<file path="config.mk">
export PLATFORM = sky130hd
export DESIGN_NAME = i2c_ctl_flags
export DESIGN_NICKNAME = d
export VERILOG_FILES = /design/src/rtl/i2c_ctl_pkg.sv /design/src/rtl/i2c_cfg_reg.sv /design/src/rtl/i2c_evt_flags.sv /design/src/rtl/i2c_irq_dma.sv /design/src/rtl/i2c_ctl_flags.sv
export SDC_FILE = /design/constraint.sdc
export NUM_CORES = 1
export LEC_CHECK = 0
export ABC_AREA = 1
export BUFFER_PORTS_ARGS = -buffer_cell sky130_fd_sc_hd__buf_4
export CORE_ASPECT_RATIO = 1.5
export CORE_MARGIN = 3
export CORE_UTILIZATION = 47
export CTS_CLUSTER_DIAMETER = 60
export CTS_CLUSTER_SIZE = 8
export DETAILED_ROUTE_END_ITERATION = 6
export GPL_TIMING_DRIVEN = 1
export HOLD_SLACK_MARGIN = 0.15
export PLACE_DENSITY = 0.79
export SETUP_SLACK_MARGIN = 0.15
export SYNTH_ARGS = -nofsm -noshare
export SYNTH_HDL_FRONTEND = slang
export SYNTH_SLANG_ARGS = --single-unit
</file>
<file path="constraint.sdc">
create_clock -name clk -period 1.1 [get_ports clk]
set_input_delay 0.055 -clock clk [delete_from_list [all_inputs] [get_ports clk]]
set_output_delay 0.055 -clock clk [all_outputs]
set_load 0.05 [all_outputs]
</file>
<file path="src/rtl/i2c_ctl_pkg.sv">
package i2c_ctl_pkg;
  localparam int DATA_W    = 32;
  localparam int ADDR_W    = 2;
  localparam int NUM_FLAGS = 10;
  localparam int FILT_W    = 4;
  localparam int SLV_W     = 7;

  // register offsets
  localparam logic [ADDR_W-1:0] OFF_CTRL = 2'd0;
  localparam logic [ADDR_W-1:0] OFF_STAT = 2'd1;
  localparam logic [ADDR_W-1:0] OFF_CLR  = 2'd2;

  // control word bit positions
  localparam int C_EN      = 0;
  localparam int C_ERR_IE  = 1;
  localparam int C_TC_IE   = 2;
  localparam int C_STOP_IE = 3;
  localparam int C_NACK_IE = 4;
  localparam int C_ADDR_IE = 5;
  localparam int C_RX_IE   = 6;
  localparam int C_TX_IE   = 7;
  localparam int C_FILT_LO = 8;
  localparam int C_ANOFF   = 12;
  localparam int C_NOSTR   = 13;
  localparam int C_TXDMA   = 14;
  localparam int C_RXDMA   = 15;
  localparam int C_GC      = 16;
  localparam int C_ADDR_AC = 17;
  localparam int C_STOP_AC = 18;
  localparam int C_TOP     = C_STOP_AC;

  // status / clear / event bit positions
  localparam int F_TX   = 0;
  localparam int F_RX   = 1;
  localparam int F_ADDR = 2;
  localparam int F_NACK = 3;
  localparam int F_STOP = 4;
  localparam int F_TC   = 5;
  localparam int F_TCR  = 6;
  localparam int F_ARLO = 7;
  localparam int F_BERR = 8;
  localparam int F_OVR  = 9;

  typedef struct packed {
    logic       stop_ac;
    logic       addr_ac;
    logic       gc_en;
    logic       rx_dma;
    logic       tx_dma;
    logic       nostretch;
    logic       anoff;
    logic [3:0] filt;
    logic       tx_ie;
    logic       rx_ie;
    logic       addr_ie;
    logic       nack_ie;
    logic       stop_ie;
    logic       tc_ie;
    logic       err_ie;
    logic       en;
  } ctrl_t;
endpackage

</file>
<file path="src/rtl/i2c_cfg_reg.sv">
module i2c_cfg_reg
  import i2c_ctl_pkg::*;
(
  input  logic              clk,
  input  logic              rst,
  input  logic              wr,
  input  logic [DATA_W-1:0] wdata,
  output ctrl_t             ctrl
);
  localparam int CW = C_TOP + 1;

  ctrl_t nxt;
  ctrl_t wr_view;

  assign wr_view = ctrl_t'(wdata[CW-1:0]);

  always_comb begin
    nxt = ctrl;
    if (wr) begin
      nxt = wr_view;
      // fields tied to the bus timing accept writes only while disabled
      if (ctrl.en) begin
        nxt.filt      = ctrl.filt;
        nxt.anoff     = ctrl.anoff;
        nxt.nostretch = ctrl.nostretch;
      end
    end
  end

  always_ff @(posedge clk) begin
    if (rst) ctrl <= '0;
    else     ctrl <= nxt;
  end
endmodule

</file>
<file path="src/rtl/i2c_evt_flags.sv">
module i2c_evt_flags #(
  parameter int N = 10
) (
  input  logic         clk,
  input  logic         rst,
  input  logic         en,
  input  logic [N-1:0] set,
  input  logic [N-1:0] clr,
  input  logic [N-1:0] hold0,
  output logic [N-1:0] flags
);
  for (genvar i = 0; i < N; i++) begin : g_flag
    always_ff @(posedge clk) begin
      if (rst || !en || hold0[i]) flags[i] <= 1'b0;
      else if (set[i])            flags[i] <= 1'b1;
      else if (clr[i])            flags[i] <= 1'b0;
    end
  end
endmodule

</file>
<file path="src/rtl/i2c_irq_dma.sv">
module i2c_irq_dma
  import i2c_ctl_pkg::*;
(
  input  logic                 clk,
  input  logic                 rst,
  input  ctrl_t                ctrl,
  input  logic [NUM_FLAGS-1:0] flags,
  output logic                 irq,
  output logic                 dma_tx_req,
  output logic                 dma_rx_req
);
  logic [NUM_FLAGS-1:0] mask;

  always_comb begin
    mask         = '0;
    mask[F_TX]   = ctrl.tx_ie;
    mask[F_RX]   = ctrl.rx_ie;
    mask[F_ADDR] = ctrl.addr_ie;
    mask[F_NACK] = ctrl.nack_ie;
    mask[F_STOP] = ctrl.stop_ie;
    mask[F_TC]   = ctrl.tc_ie;
    mask[F_TCR]  = ctrl.tc_ie;
    mask[F_ARLO] = ctrl.err_ie;
    mask[F_BERR] = ctrl.err_ie;
    mask[F_OVR]  = ctrl.err_ie;
  end

  always_ff @(posedge clk) begin
    if (rst) begin
      irq        <= 1'b0;
      dma_tx_req <= 1'b0;
      dma_rx_req <= 1'b0;
    end else begin
      irq        <= |(flags & mask);
      dma_tx_req <= flags[F_TX] & ctrl.tx_dma;
      dma_rx_req <= flags[F_RX] & ctrl.rx_dma;
    end
  end
endmodule

</file>
<file path="src/rtl/i2c_ctl_flags.sv">
module i2c_ctl_flags
  import i2c_ctl_pkg::*;
(
  input  logic                 clk,
  input  logic                 rst,
  input  logic                 bus_sel,
  input  logic                 bus_we,
  input  logic [ADDR_W-1:0]    bus_addr,
  input  logic [DATA_W-1:0]    bus_wdata,
  output logic [DATA_W-1:0]    bus_rdata,
  input  logic [NUM_FLAGS-1:0] evt_pulse,
  input  logic [SLV_W-1:0]     rx_addr,
  input  logic                 rx_addr_vld,
  output logic                 gc_ack,
  output logic                 irq,
  output logic                 dma_tx_req,
  output logic                 dma_rx_req,
  output logic                 line_release,
  output logic [FILT_W-1:0]    cfg_filt_len,
  output logic                 cfg_anoff,
  output logic                 cfg_nostretch
);
  localparam int CW = C_TOP + 1;

  ctrl_t                ctrl;
  logic                 ctrl_wr;
  logic                 clr_wr;
  logic [NUM_FLAGS-1:0] clr_vec;
  logic [NUM_FLAGS-1:0] hold0;
  logic [NUM_FLAGS-1:0] flags;

  assign ctrl_wr = bus_sel && bus_we && (bus_addr == OFF_CTRL);
  assign clr_wr  = bus_sel && bus_we && (bus_addr == OFF_CLR);
  assign clr_vec = clr_wr ? bus_wdata[NUM_FLAGS-1:0] : '0;

  always_comb begin
    hold0         = '0;
    hold0[F_ADDR] = ctrl.addr_ac;
    hold0[F_STOP] = ctrl.stop_ac;
  end

  i2c_cfg_reg u_cfg (
    .clk   (clk),
    .rst   (rst),
    .wr    (ctrl_wr),
    .wdata (bus_wdata),
    .ctrl  (ctrl)
  );

  i2c_evt_flags #(.N(NUM_FLAGS)) u_flags (
    .clk   (clk),
    .rst   (rst),
    .en    (ctrl.en),
    .set   (evt_pulse),
    .clr   (clr_vec),
    .hold0 (hold0),
    .flags (flags)
  );

  i2c_irq_dma u_irq (
    .clk        (clk),
    .rst        (rst),
    .ctrl       (ctrl),
    .flags      (flags),
    .irq        (irq),
    .dma_tx_req (dma_tx_req),
    .dma_rx_req (dma_rx_req)
  );

  // registered read port
  always_ff @(posedge clk) begin
    if (rst) begin
      bus_rdata <= '0;
    end else if (bus_sel && !bus_we) begin
      unique case (bus_addr)
        OFF_CTRL: bus_rdata <= {{(DATA_W-CW){1'b0}}, ctrl};
        OFF_STAT: bus_rdata <= {{(DATA_W-NUM_FLAGS){1'b0}}, flags};
        default:  bus_rdata <= '0;
      endcase
    end
  end

  // general call acknowledge decision
  always_ff @(posedge clk) begin
    if (rst) gc_ack <= 1'b0;
    else     gc_ack <= rx_addr_vld && (rx_addr == '0) && ctrl.en && ctrl.gc_en;
  end

  assign line_release  = ~ctrl.en;
  assign cfg_filt_len  = ctrl.filt;
  assign cfg_anoff     = ctrl.anoff;
  assign cfg_nostretch = ctrl.nostretch;
endmodule

</file>
==> metrics.md <==
| Metric | Value |
|---|---|
| First-pass GRT wire length | approximately 10 mm |
| Skew final | around 0.0058 ns |
| Most common cell after layout, fill and taps aside | nand2_1 |
| Die area | 5910 sq um |
| Cts bufs inserted | 5 |
| Fin crit share | 90.9% |
| Worst path required time | ~1.0 ns |
| HPWL Detailed | ~4.1 mm |
| Ys flop type | dfxtp_1 |
| Final net count | approximately 500 |
| Gpl congestion | approximately 0.87 |
| Syn avg cell area | roughly 7 sq um |
| Remaining Overflow, GRT | 0 |
| Setup violators final | 0 |
| Layout Cells excl Fill | roughly 500 |
| DR DRC count | 0 |
| Vias in the first global route | 2313 |
| Syn. warnings | 0 |
| Fmax | between 0.9 and 1 GHz |
| Post-CTS Hold Buffers | 39 |
| Initial Utilization | between 50 and 60% |
| Antenna diodes | 0 |
| Core region area | ~4700 sq um |
| Reg2reg path depth | 7 |
| Post-Syn Instances | roughly 330 |
| DR WL/cell | approximately 12 microns |
| Setup crit end kind | output pin |
| Worst-Skew Late Latency | approximately 0.30 ns |
| Crit Path Max Fanout | 3 |
| Synthesis-to-finish area growth | 48.2% |
| Max_cap viols | 0 |
| Sequential area share after synthesis | between 40 and 50% |
| Pleak | about 1.6 nW |
| Number of port buffers | 72 |
| # placed instances | roughly 460 |
| Peak VDD IR | approximately 0.9 mV |
| Setup ws final | 0.0998 ns |
| Cell area after synthesis | ~2400 sq um |
| # rows | 30 |
| Number of synthesized flops with an enable pin | 0 |
| Hold path cells | 4 |
| Fin. Hold Viols | 0 |
| Detailed Route Iter0 Violations | 79 |
| Die height | 92.7 microns |
| Pins Over Slew Limit | 0 |
| Fraction of synthesis flops using an asynchronous set or reset pin | 0% |
| Routed vias | 2392 |
| Antenna viol nets, final | 0 |
| Power Dens Cells | around 1100 nW/um^2 |
| RSZ-0062 raised after global routing | yes |
| Clock sink total | 52 |
| Arr. time, crit path | ~0.95 ns |
| Largest net degree at the start of global routing | 26 |
| Reg clk slew, reported paths | 0.09 ns |
| Commonest non-fill, non-tap cells in the layout | 92 x nand2_1, 70 x buf_4, 49 x dfxtp_1 |
| Die width | roughly 64 microns |
| Crit path kind | reg -> out |
| Setup crit start kind | register |
| I/O pin total | 99 |
| Cell variety after synth | 22 |
| Total wire length | approximately 6.1 mm |
| Final Critical Period | 1.00 ns |
| Drt via density | 4.71 |
| HP Class | in -> reg |
| Layout cells sized above 1 | 26.1% |
| #FFs+latches synth | between 50 and 60 |
| CTS tree | built |
| Status | finished clean |
| CTS Root Cell | clkbuf_8 |
| CTS H-tree lvls | 2 |
| 1st-pass router iterations | 4 |
| Initial antenna violation count | 0 |
| Pre-CTS setup slack | 0.0978 ns |
| Hold Slack | 0.0998 ns |
| Tot GR Track Use | 21.6% |
| Max clock buf depth | 2 |
| Setup TNS | 0 ns |
timing repair:
item                                   CTS  global route
endpoints found under the hold margin   38             4
pin swaps                                0            10
setup endpoints to repair                1            37
gates resized for setup                  5            26
setup buffers                            2             1
logic make-up after synthesis:
family	count (synthesis)	synth area share, %
simple gates	173	32.7
flops	52	44.2
buf+inv	61	13.6
other cells	1	0.159
compound gates	44	9.36
per-layer routing:
metal / share of wire (%) / wire [microns] / track usage (%)
met4: 3.0 / 180 / 8.83
met3: 4.3 / 263 / 3.88
met1: 38 / 2290 / 22.5
met2: 55 / 3350 / 41.2
met5: 0 / 0 / 0
cell usage after synthesis (3+ instances only):
library cell / instances / share of area (%)
nand2_4: 3 / 1.4
buf_2: 6 / 1.3
o21ai_0: 8 / 1.7
buf_4: 18 / 5.7
inv_1: 28 / 4.5
o21ai_1: 7 / 1.5
nand3_1: 25 / 5.3
nand3b_1: 7 / 2.2
a21oi_1: 29 / 6.2
nand2_1: 98 / 16
nor2_1: 33 / 5.3
dfxtp_1: 52 / 44
inv_2: 4 / 0.64
worst max-delay path: stages, from the launching register on:
cell     delay [ns]
dfxtp_2        0.32
inv_2          0.07
buf_8          0.12
buf_8          0.14
path summary, 6_finish.rpt:
path | start | end | slack, ns
setup reg to reg | u_cfg.ctrl[0] | u_cfg.ctrl[12] | 0.14
hold / removal | rst | u_flags.flags[4] | 0.1
hold reg to reg | u_cfg.ctrl[15] | u_irq.dma_rx_req | 0.45
setup / recovery | u_cfg.ctrl[0] | line_release | 0.1
per-stage QoR:
step / util (%) / total power, mW / instance area (sq um)
6_report: 74.3 / 3.70 / 3490
2_1_floorplan: - / 2.34 / 2400
5_1_grt: 74.3 / 3.87 / 3490
3_5_place_dp: 61.7 / 2.49 / 2900
3_3_place_gp: 61.7 / 2.49 / 2900
4_1_cts: 72.7 / 3.69 / 3410
flip-flops by register name, indices dropped and copies added (netlist names):
register	cells
bus_rdata	19
u_cfg.ctrl	19
u_flags.flags	10
gc_ack	1
u_irq.dma_rx_req	1
u_irq.dma_tx_req	1
u_irq.irq	1
power by group:
part	internal [mW]	switching [mW]
registers	1.91	0.0253
clock network	0.512	0.592
logic	0.292	0.366
total	2.72	0.983
area by class of cell:
cell class                 instances  area (sq um)
multi-input combinational        230          1080
sequential                        52          1040
timing repair buffer             121          1070
clock inverter                     1          7.51
fill                             364          1200
clock buffer                       7          86.3
tap                               64          80.1
inverter                          33           124
(Power assumes the default switching activity.)
